===== src/rtl/vlc_pkg.sv =====
package vlc_pkg;

  typedef enum logic [2:0] {
    LV_SYNC  = 3'd0,
    LV_BLANK = 3'd1,
    LV_BLACK = 3'd2,
    LV_DATA  = 3'd3,
    LV_WHITE = 3'd4
  } lvl_class_e;

  // Sum of sync pedestal, gated setup pedestal and gated data term.
  function automatic int unsigned compose_level(
    input int unsigned code,
    input bit          blank_n,
    input bit          sync_n,
    input bit          setup_en,
    input int unsigned sync_units,
    input int unsigned setup_units
  );
    int unsigned acc;
    acc = sync_n ? sync_units : 0;
    if (blank_n) begin
      acc = acc + code;
      if (setup_en) acc = acc + setup_units;
    end
    return acc;
  endfunction

endpackage


===== src/rtl/vlc_code_cond.sv =====
module vlc_code_cond #(
  parameter int CODE_W    = 8,
  parameter int DROP_LSBS = 2
) (
  input  logic [CODE_W-1:0] raw_i,
  input  logic              wide_i,
  output logic [CODE_W-1:0] code_o,
  output logic [CODE_W-1:0] full_o
);
  for (genvar b = 0; b < CODE_W; b++) begin : g_bit
    if (b < DROP_LSBS) begin : g_low
      assign code_o[b] = raw_i[b] & wide_i;
      assign full_o[b] = wide_i;
    end else begin : g_high
      assign code_o[b] = raw_i[b];
      assign full_o[b] = 1'b1;
    end
  end
endmodule


===== src/rtl/vlc_level_sum.sv =====
module vlc_level_sum #(
  parameter int CODE_W      = 8,
  parameter int SYNC_UNITS  = 110,
  parameter int SETUP_UNITS = 21,
  parameter int OUT_W       = 9
) (
  input  logic [CODE_W-1:0] code_i,
  input  logic              blank_n_i,
  input  logic              sync_n_i,
  input  logic              setup_en_i,
  output logic [OUT_W-1:0]  level_o
);
  import vlc_pkg::*;

  int unsigned sum;

  always_comb begin
    sum = compose_level(32'(code_i), blank_n_i, sync_n_i, setup_en_i,
                        SYNC_UNITS, SETUP_UNITS);
    level_o = sum[OUT_W-1:0];
  end
endmodule


===== src/rtl/vlc_classifier.sv =====
module vlc_classifier #(
  parameter int CODE_W = 8
) (
  input  logic [CODE_W-1:0]  code_i,
  input  logic [CODE_W-1:0]  full_i,
  input  logic               blank_n_i,
  input  logic               sync_n_i,
  output vlc_pkg::lvl_class_e class_o
);
  import vlc_pkg::*;

  always_comb begin
    if (!blank_n_i)           class_o = sync_n_i ? LV_BLANK : LV_SYNC;
    else if (code_i == '0)    class_o = LV_BLACK;
    else if (code_i == full_i) class_o = LV_WHITE;
    else                      class_o = LV_DATA;
  end
endmodule


===== src/rtl/video_level_composer.sv =====
module video_level_composer #(
  parameter int CODE_W      = 8,
  parameter int DROP_LSBS   = 2,
  parameter int SYNC_UNITS  = 110,
  parameter int SETUP_UNITS = 21,
  parameter int OUT_W       = $clog2((1 << CODE_W) + SYNC_UNITS + SETUP_UNITS)
) (
  input  logic              clk,
  input  logic              rst_n,
  input  logic [CODE_W-1:0] chan_code_i,
  input  logic              blank_n_i,
  input  logic              sync_n_i,
  input  logic              setup_en_i,
  input  logic              wide_code_i,
  output logic [OUT_W-1:0]  level_o,
  output logic [2:0]        class_o
);
  import vlc_pkg::*;

  // Named internal events for the checker.
  logic [CODE_W-1:0] cond_code;
  logic [CODE_W-1:0] full_code;
  logic [OUT_W-1:0]  level_d;
  lvl_class_e        class_d;
  lvl_class_e        class_q;

  vlc_code_cond #(.CODE_W(CODE_W), .DROP_LSBS(DROP_LSBS)) u_cond (
    .raw_i  (chan_code_i),
    .wide_i (wide_code_i),
    .code_o (cond_code),
    .full_o (full_code)
  );

  vlc_level_sum #(
    .CODE_W(CODE_W), .SYNC_UNITS(SYNC_UNITS),
    .SETUP_UNITS(SETUP_UNITS), .OUT_W(OUT_W)
  ) u_sum (
    .code_i     (cond_code),
    .blank_n_i  (blank_n_i),
    .sync_n_i   (sync_n_i),
    .setup_en_i (setup_en_i),
    .level_o    (level_d)
  );

  vlc_classifier #(.CODE_W(CODE_W)) u_cls (
    .code_i    (cond_code),
    .full_i    (full_code),
    .blank_n_i (blank_n_i),
    .sync_n_i  (sync_n_i),
    .class_o   (class_d)
  );

  always_ff @(posedge clk) begin
    if (!rst_n) begin
      level_o <= '0;
      class_q <= LV_SYNC;
    end else begin
      level_o <= level_d;
      class_q <= class_d;
    end
  end

  assign class_o = class_q;
endmodule


===== config.mk =====
export PLATFORM = sky130hd
export DESIGN_NAME = video_level_composer
export DESIGN_NICKNAME = d
export VERILOG_FILES = /design/src/rtl/vlc_pkg.sv /design/src/rtl/vlc_code_cond.sv /design/src/rtl/vlc_level_sum.sv /design/src/rtl/vlc_classifier.sv /design/src/rtl/video_level_composer.sv
export SDC_FILE = /design/constraint.sdc
export NUM_CORES = 1
export LEC_CHECK = 0
export ABC_CLOCK_PERIOD_IN_PS = 2720
export BUFFER_PORTS_ARGS = -buffer_cell sky130_fd_sc_hd__buf_2
export CORE_ASPECT_RATIO = 0.7
export CORE_MARGIN = 5
export CORE_UTILIZATION = 31
export CTS_CLUSTER_DIAMETER = 150
export DETAILED_ROUTE_END_ITERATION = 6
export PLACE_DENSITY = 0.54
export SLEW_MARGIN = 20
export SYNTH_ARGS = -nofsm -noshare
export SYNTH_HDL_FRONTEND = slang
export SYNTH_SLANG_ARGS = --single-unit

===== constraint.sdc =====
create_clock -name clk -period 2.72 [get_ports clk]
set_input_delay 0.136 -clock clk [delete_from_list [all_inputs] [get_ports clk]]
set_output_delay 0.136 -clock clk [all_outputs]
set_load 0.02 [all_outputs]

==> impl_metrics.tcl <==
set metrics [dict create \
    status "completed" \
    post_cts_resized 0 \
    tns_ns 0 \
    cp_common_cell "a21oi_1" \
    grt_max_degree 13 \
    synth_top_cell_area_share 0.277 \
    dp_cells 158 \
    synthesis.area_um2 867 \
    synth_top_family_by_area "simple AND/OR/NAND/NOR gates" \
    antenna_found_initial 0 \
    yosys.area.top_type "dfxtp_1" \
    rsz0062_at_grt "false" \
    vias 810 \
    grt_use_total 0.110 \
    post-place-ws_ns 0.390 \
    ant_nets 0 \
    syn-num-nets 121 \
    synth_seq_area_share 0.277 \
    min_period_over_period 0.766 \
    worst_pin_slew_ns 0.505 \
    ys_async_sr_fraction 0 \
    numPortBuffers 25 \
    required_ns 2.88 \
    synth-simple-area-share 0.263 \
    endpoint_kind "register" \
    diodes 0 \
    numCtsBuffers 3 \
    synth_cells 100 \
    slew_violations 0 \
    criticalPathCategory "in -> reg" \
    maxCapViolCount 0 \
    wl_per_cell_um 12.6 \
    via_per_inst 5.00 \
    cpMaxStageDelayCell "or4_1" \
    synthTopCellsByArea "dfxtp_1 28%, ha_1 8.7%, xnor2_1 7.1%" \
    grt_pass1_wl_um 3260 \
    die_x_um 73.2 \
    cp_slowest_stage_delay_ns 0.51 \
    die_area_um2 3970 \
    drt_iter0_markers 26 \
    max-vdd-ir-drop_v 0.000134 \
    hp-class "in -> reg" \
    pin_count 26 \
    grt_pass1_vias 738 \
    fin_total_pwr_uw 563 \
    cp-start-kind "primary input" \
    dr.pass1.iters 4 \
    cts-htree-levels 1 \
    synthAdderAreaFrac 0.110 \
    fin_nets 148 \
    finalHoldViolCount 0 \
    areaGrowthSynthToFinish_pct 22.1 \
    core_area_um2 2740 \
    critical_path_arrival_ns 2.25 \
    synthMuxAreaShare 0.0115 \
    setup_violations 0 \
    stdcell_area_um2 1060 \
    gr-total-overflow 0 \
    synthFlopType "dfxtp_1" \
    cellPowerDensity_nw_per_um2 532 \
    clk_pin_slew_worst_paths_ns 0.05 \
    post-cts-setup-buffers 0 \
    drc_errors 0 \
    synth-seq-cells 12 \
    synth-edff-count 0 \
    fin_ws_ns 0.637 \
    yosys_warnings 0 \
    cts_buffer_depth 2 \
    avgSynthCellArea_um2 8.67 \
    finalWirelength_um 2030 \
    num_rows 16 \
    clock-sinks 12 \
    post-route-min-period_ns 2.08 \
    cts_tree "built" \
    drive_above_1_share 0.286 \
    hold_slack_ns 0.201 \
    fin_util 0.386 \
    clk_root_buffer_cell "clkbuf_8" \
    synth_xor_area_frac 0.0909 \
    finalNonFillerCells 162 \
    synth.distinct_cells 36 \
    synth_compound_area_frac 0.205 \
    fmax_ghz 0.480 \
    placed_cell_area_um2 1000 \
    dpl.hpwl_um 1710 \
    crit_fanout 4 \
    max_slew_margin 0.658 \
    cts.hold.buffers_added 0 \
    gp_congestion 0.811 \
    dieHeight_um 54.3 \
    path_cells "buf_2 > and2_1 > ha_1 > fa_1 > xor2_1 > a32o_1 > a21oi_1 > or4_1 > a21oi_1" \
    start_util 0.316 \
    p_leak_nw 0.471 \
]
[layout by cell type (no fill, tap or decap), types with 2 or more instances in the layout]
master / Yosys / routed
a211o_1: 2 / 2
a21oi_1: 9 / 9
and2_1: 4 / 4
buf_2: 0 / 25
clkbuf_8: 0 / 4
dfxtp_1: 12 / 12
ha_1: 6 / 6
nand2_1: 10 / 10
nand2b_1: 4 / 4
nand3_1: 5 / 5
nand4_1: 2 / 2
nor2_1: 5 / 5
nor2b_1: 4 / 4
o21a_1: 2 / 2
o21ai_0: 2 / 2
or2_2: 2 / 2
xnor2_1: 7 / 7
xor2_1: 2 / 2
[sequential cells by signal, summed over array words and instances (netlist names)]
signal,cells
class_o,3
level_o,9
[worst max-delay path, delay by kind of cell]
family	cells	cell delay, ns
compound gates	3	0.41
xor+xnor	1	0.27
fa+ha+maj	2	0.64
buf+inv	1	0.12
simple gates	2	0.66
[layout make-up]
type | count | area [µm²]
fill | 285 | 1680
multi-input combinational | 84 | 589
sequential | 12 | 240
timing repair buffer | 25 | 125
clock buffer | 4 | 55.1
tap | 36 | 45.0
inverter | 1 | 3.75
[cells in the mapped netlist, types with 2 or more instances]
master / number
xor2_1: 2
buf_6: 3
or2_2: 2
nand4_1: 2
and2_1: 4
nor2_1: 5
o21a_1: 2
nor2b_1: 4
nand3_1: 5
xnor2_1: 7
o21ai_0: 2
ha_1: 6
a21oi_1: 9
dfxtp_1: 12
a211o_1: 2
nand2_1: 10
nand2b_1: 4
[layer usage]
layer	GRT usage	share of wire	vias to the layer above
met5	0	0	-
met4	0.0767	0.022	0
met3	0.0220	0.059	4
met2	0.166	0.43	25
met1	0.142	0.48	366
li1	-	-	415
[path summary, 6_finish.rpt]
kind	to	start	slack, ns	cells after the start
setup / recovery	level_o[7]	wide_code_i	0.64	9
hold / removal	level_o[6]	blank_n_i	0.20	2
[cells by family after synthesis]
kind of cell | after synthesis
simple gates | 42
compound gates | 25
flops | 12
xor+xnor | 9
fa+ha+maj | 7
buf+inv | 4
mux | 1
[power breakdown]
| part | internal (mW) | switching, mW | total, mW |
|---|---|---|---|
| logic | 0.0750 | 0.105 | 0.180 |
| registers | 0.190 | 0.00280 | 0.193 |
| clock network | 0.128 | 0.0620 | 0.190 |
No activity file was read; power rests on OpenSTA's default activity.
